<file path="src/rtl/divsync_pkg.sv">
package divsync_pkg;

    typedef enum logic [1:0] {
        MODE_IDLE = 2'b00,
        MODE_AUTO = 2'b01,
        MODE_HW   = 2'b10,
        MODE_SW   = 2'b11
    } ds_mode_e;

endpackage

</file>
<file path="src/rtl/ds_input_sync.sv">
module ds_input_sync #(
    parameter int STAGES = 2
) (
    input  logic clk,
    input  logic rst_n,
    input  logic sync_in,
    output logic rise
);
    typedef struct packed {
        logic [STAGES-1:0] sh;
        logic              prev;
    } st_t;

    st_t st_d, st_q;

    always_comb begin
        st_d      = st_q;
        st_d.sh   = {st_q.sh[STAGES-2:0], sync_in};
        st_d.prev = st_q.sh[STAGES-1];
        rise      = st_q.sh[STAGES-1] & ~st_q.prev;
    end

    always_ff @(posedge clk or negedge rst_n) begin
        if (!rst_n) st_q <= '0;
        else        st_q <= st_d;
    end

    // a detected edge lasts a single cycle
    assert_rise_single_R4: assert property (@(posedge clk) disable iff (!rst_n)
        rise |=> !rise);
endmodule

</file>
<file path="src/rtl/ds_divider.sv">
module ds_divider #(
    parameter int DIV_W = 2
) (
    input  logic             clk,
    input  logic             rst_n,
    input  logic             stall,
    input  logic             is_master,
    output logic [DIV_W-1:0] cnt,
    output logic             sync_clk,
    output logic             sync_out
);
    typedef struct packed {
        logic [DIV_W-1:0] cnt;
        logic             pulse;
    } st_t;

    st_t st_d, st_q;

    always_comb begin
        st_d       = st_q;
        st_d.cnt   = stall ? st_q.cnt : st_q.cnt + 1'b1;
        st_d.pulse = is_master & (st_q.cnt == '0) & ~stall;
    end

    always_ff @(posedge clk or negedge rst_n) begin
        if (!rst_n) st_q <= '0;
        else        st_q <= st_d;
    end

    assign cnt      = st_q.cnt;
    assign sync_clk = st_q.cnt[DIV_W-1];
    assign sync_out = st_q.pulse;

    // the pulse is one cycle wide
    assert_pulse_width_R3: assert property (@(posedge clk) disable iff (!rst_n)
        sync_out |=> !sync_out);
endmodule

</file>
<file path="src/rtl/ds_stall_ctrl.sv">
module ds_stall_ctrl
    import divsync_pkg::*;
#(
    parameter int DIV_W  = 2,
    parameter int DLY_W  = 4,
    parameter int STAGES = 2
) (
    input  logic             clk,
    input  logic             rst_n,
    input  ds_mode_e         mode,
    input  logic             is_master,
    input  logic             rise,
    input  logic [DLY_W-1:0] dly_sel,
    input  logic             sw_wr,
    input  logic [DIV_W-1:0] cnt,
    output logic             stall
);
    localparam int SUM_W = DLY_W + DIV_W + 2;

    typedef struct packed {
        logic req;
    } st_t;

    st_t              st_d, st_q;
    logic [SUM_W-1:0] sum;
    logic [DIV_W-1:0] expect_st;
    logic             stall_auto, stall_hw, stall_sw;

    always_comb begin
        sum        = SUM_W'(dly_sel) + SUM_W'(STAGES + 1);
        expect_st  = sum[DIV_W-1:0];
        stall_auto = (mode == MODE_AUTO) & ~is_master & rise & (cnt != expect_st);
        stall_hw   = (mode == MODE_HW) & rise;
        stall_sw   = (mode == MODE_SW) & st_q.req;
        stall      = stall_auto | stall_hw | stall_sw;
        st_d       = st_q;
        st_d.req   = (mode == MODE_SW) & sw_wr;
    end

    always_ff @(posedge clk or negedge rst_n) begin
        if (!rst_n) st_q <= '0;
        else        st_q <= st_d;
    end

    // a register-mode freeze always follows a write
    assert_sw_after_write_R9: assert property (@(posedge clk) disable iff (!rst_n)
        (stall && mode == MODE_SW) |-> $past(sw_wr && mode == MODE_SW));
    // idle never freezes
    assert_idle_quiet_R10: assert property (@(posedge clk) disable iff (!rst_n)
        (mode == MODE_IDLE) |-> !stall);
endmodule

</file>
<file path="src/rtl/divstate_sync.sv">
module divstate_sync
    import divsync_pkg::*;
#(
    parameter int DIV_W       = 2,
    parameter int DLY_W       = 4,
    parameter int SYNC_STAGES = 2
) (
    input  logic             clk,
    input  logic             rst_n,
    input  logic             is_master,
    input  logic [1:0]       mode,
    input  logic [DLY_W-1:0] dly_sel,
    input  logic             sw_stall_wr,
    input  logic             sync_in,
    output logic             sync_out,
    output logic             sync_clk
);
    ds_mode_e         mode_e;
    logic             rise;
    logic             stall;
    logic [DIV_W-1:0] cnt;

    assign mode_e = ds_mode_e'(mode);

    ds_input_sync #(.STAGES(SYNC_STAGES)) u_insync (
        .clk(clk), .rst_n(rst_n), .sync_in(sync_in), .rise(rise)
    );

    ds_stall_ctrl #(.DIV_W(DIV_W), .DLY_W(DLY_W), .STAGES(SYNC_STAGES)) u_ctrl (
        .clk(clk), .rst_n(rst_n), .mode(mode_e), .is_master(is_master),
        .rise(rise), .dly_sel(dly_sel), .sw_wr(sw_stall_wr), .cnt(cnt),
        .stall(stall)
    );

    ds_divider #(.DIV_W(DIV_W)) u_div (
        .clk(clk), .rst_n(rst_n), .stall(stall), .is_master(is_master),
        .cnt(cnt), .sync_clk(sync_clk), .sync_out(sync_out)
    );

    // the master pulse sits in the low half of the divided clock
    assert_pulse_phase_R3: assert property (@(posedge clk) disable iff (!rst_n)
        sync_out |-> !sync_clk);
    // an automatic master ignores its sync input
    assert_master_free_R7: assert property (@(posedge clk) disable iff (!rst_n)
        (is_master && mode_e == MODE_AUTO) |-> !stall);
endmodule

</file>
<file path="config.mk">
export PLATFORM = sky130hd
export DESIGN_NAME = divstate_sync
export DESIGN_NICKNAME = d
export VERILOG_FILES = /design/src/rtl/divsync_pkg.sv /design/src/rtl/ds_input_sync.sv /design/src/rtl/ds_divider.sv /design/src/rtl/ds_stall_ctrl.sv /design/src/rtl/divstate_sync.sv
export SDC_FILE = /design/constraint.sdc
export NUM_CORES = 1
export LEC_CHECK = 0
export BUFFER_PORTS_ARGS = -buffer_cell sky130_fd_sc_hd__buf_2
export CORE_MARGIN = 2
export CORE_UTILIZATION = 23
export CTS_CLUSTER_DIAMETER = 50
export CTS_CLUSTER_SIZE = 20
export DETAILED_ROUTE_END_ITERATION = 10
export PLACE_DENSITY_LB_ADDON = 0.12
export SETUP_SLACK_MARGIN = 0.2
export SLEW_MARGIN = 20
export SYNTH_ARGS = -nofsm -noshare
export SYNTH_HDL_FRONTEND = slang
export SYNTH_SLANG_ARGS = --single-unit
</file>
<file path="constraint.sdc">
create_clock -name clk -period 1.35 [get_ports clk]
set_clock_uncertainty 0.1 [all_clocks]
set_input_delay 0.405 -clock clk [delete_from_list [all_inputs] [get_ports clk]]
set_output_delay 0.405 -clock clk [all_outputs]
set_load 0.01 [all_outputs]
</file>
==> results.json <==
{
  "synth.distinct_cells": 15,
  "cp_cell_sequence": "xor2_1, mux2i_1, a22oi_2, mux2_1",
  "grt_pass1_wl_um": 924,
  "final_core_util_pct": 35.80,
  "rsz0062_at_grt": "true",
  "leakagePower_nw": 0.2316,
  "seq_area_frac_synth_pct": 57.61,
  "antenna_left": 0,
  "maxCapViolations": 0,
  "grt_antenna_before_repair": 0,
  "core_um2": 1269,
  "timing.final.crit_share_pct": 106.7,
  "post_cts_buffers": 0,
  "required_ns": 1.39,
  "cts_tree": "yes",
  "via_per_inst": 4.034,
  "synthCells": 24,
  "crit_type": "reg2reg",
  "syn_area_per_cell_um2": 12.67,
  "layout_min_cycle_time_ns": 1.441,
  "clock_latency_ns": 0.26,
  "dp_slack_ns": -0.2320,
  "met2_length_um": 300,
  "slew_violations": 0,
  "overflow": 0,
  "grt_max_degree": 8,
  "top_layer": "met4",
  "finalNetCount": 56,
  "finalNonFillerCells": 58,
  "io_buffers": 10,
  "die_y_um": 40.36,
  "endpoint_kind": "flop",
  "worstPathMaxFanout": 2,
  "cts_root_buf": "clkbuf_4",
  "cts_buffers": 3,
  "fmax_mhz": 694.1,
  "ioPinCount": 13,
  "critPathMaxStageDelay_ns": 0.39,
  "die_w_um": 40.36,
  "hold_class": "in2reg",
  "ctsLongestPathBuffers": 2,
  "ys_ff_latch": 7,
  "gp_congestion": 0.6634,
  "setup_viol": 3,
  "relSlewSlack_pct": 84.00,
  "outcome": "finished, violations left",
  "critPathLaunchType": "flop",
  "synth_nets": 36,
  "dp.cells": 53,
  "initialDrtViolationCount": 6,
  "grt_usage_pct": 9.748,
  "vias": 234,
  "ir_drop_v": 0.0005782,
  "wl_met1_um": 207,
  "drive_gt1_share_pct": 48.84,
  "routed_wl_um": 560,
  "area_growth_pct": 49.38,
  "fp-row-count": 13,
  "wl_met3_um": 27,
  "powerDensity_nw_per_um2": 1656,
  "drc": 0,
  "clock-sinks": 7,
  "netlist_area_um2": 304.0,
  "start_util_pct": 23.96,
  "final_hold_viol_count": 0,
  "wl_per_cell_um": 9.655,
  "worst-path-buf-inv": 0,
  "dieArea_um2": 1629,
  "layout_setup_ws_ns": -0.09074,
  "cpMaxStageDelayCell": "dfrtp_1",
  "n_antenna_cell": 0,
  "cp.arrival_ns": 1.48,
  "setup-tns-final_ns": -0.1991,
  "cts.clk_slew.worst_paths_ns": 0.06,
  "grt_pass1_vias": 245,
  "worst_pin_slew_ns": 0.2393,
  "hpwl_um": 451.7,
  "yosys_warnings": 0,
  "htreeDepth": 1,
  "firstDrtPassIters": 2,
  "crit_family": "multiplexers",
  "violations": "setup timing"
}
[power by group]
part	internal [mW]	leakage, nW	switching (mW)
Clock	0.109	0.0177	0.0901
Sequential	0.256	0.0852	0.0248
Combinational	0.155	0.129	0.118
Total	0.520	0.232	0.232
[sequential cells by signal (all words and copies together) (netlist names)]
name            count
u_div.cnt           2
u_div.sync_out      1
u_insync.st_q       1
u_ctrl.st_q         1
u_insync.st_d       2
[final timing paths]
path / to / slack, ns / cells after the start / start
worst max-delay path: u_div.cnt[1] / -0.09 / 4 / u_div.cnt[1]
worst min-delay path: u_insync.st_d[2] / 0.15 / 1 / sync_in
worst max register to register: u_div.cnt[1] / -0.09 / 4 / u_div.cnt[1]
worst min register to register: u_insync.st_d[0] / 0.26 / 0 / u_insync.st_d[2]
max in group asynchronous: u_insync.st_q[0] / 0.60 / 2 / rst_n
min in group asynchronous: u_div.cnt[1] / 0.39 / 2 / rst_n
[cell usage after synthesis]
| library cell | number | area share (%) |
|---|---|---|
| xnor2_1 | 1 | 2.9 |
| dfrtp_1 | 7 | 58 |
| a22oi_2 | 1 | 4.1 |
| mux2_1 | 1 | 3.7 |
| xor2_1 | 1 | 2.9 |
| nand2b_1 | 1 | 2.1 |
| a21oi_1 | 1 | 1.6 |
| nand2_1 | 2 | 2.5 |
| and3_1 | 1 | 2.1 |
| inv_1 | 2 | 2.5 |
| nor4b_2 | 1 | 4.9 |
| nor2b_1 | 2 | 4.1 |
| mux2i_1 | 1 | 3.3 |
| ha_1 | 1 | 4.1 |
| o21ai_1 | 1 | 1.6 |
[cell families (layout without fill, tap and decap cells)]
logic type               Yosys count  after routing  synth area share (%)
AO/OA/AOI/OAI                      3              3                 7.404
XOR/XNOR                           2              2                 5.762
adder cells (fa/ha/maj)            1              1                 4.115
buffers and inverters              2             21                 2.470
flip-flops                         7              7                 57.61
multiplexers                       2              2                 6.996
AND/OR/NAND/NOR                    7              7                 15.64
[timing repair]
action                     4_1_cts  5_1_grt
hold buffers                     1        0
setup endpoints to repair        4        4
hold endpoints to repair         7        0
gates resized for setup          1        1
gates cloned                     0        0
pin swaps                        0        1
[metrics by stage]
stage / cell area (um^2) / hold slack (ns) / total power [mW]
after global routing: 454.2 / 0.1346 / 0.8172
after floorplan: 304.0 / 0.009409 / 0.4181
final: 454.2 / 0.1517 / 0.7522
after global placement: 402.9 / 0.1407 / 0.5087
after CTS: 446.7 / 0.1412 / 0.7486
after detailed placement: 402.9 / 0.1455 / 0.5218
[routing by layer]
metal	vias to the layer above	track usage (%)
met3	3	3.333
met5	-	0
met1	108	8.784
met4	0	10.00
li1	117	-
met2	6	16.27
[area by class of cell]
type,count,area (um^2)
clock buffers,3,22.52
clock inverters,1,5.005
fillers,126,814.5
inverters,2,7.507
multi-input cells,15,128.9
flip-flops and latches,7,175.2
well taps,15,18.77
repair buffers,15,96.34
[cells in the final DEF, fill, tap and decap left out]
cell type / synthesis / routed
mux2i_1: 1 / 1
a21oi_1: 1 / 1
and3_1: 1 / 1
nand2b_1: 1 / 1
o21ai_1: 1 / 1
buf_6: 0 / 1
a22oi_2: 1 / 1
ha_1: 1 / 1
dfrtp_1: 7 / 7
nor2b_1: 2 / 2
dlygate4sd3_1: 0 / 1
xor2_1: 1 / 1
inv_1: 2 / 2
buf_4: 0 / 4
nor4b_2: 1 / 1
mux2_1: 1 / 1
buf_2: 0 / 9
xnor2_2: 0 / 1
clkbuf_4: 0 / 3
nand2_1: 2 / 2
clkinv_2: 0 / 1
Power figures use the tool's default switching activity.
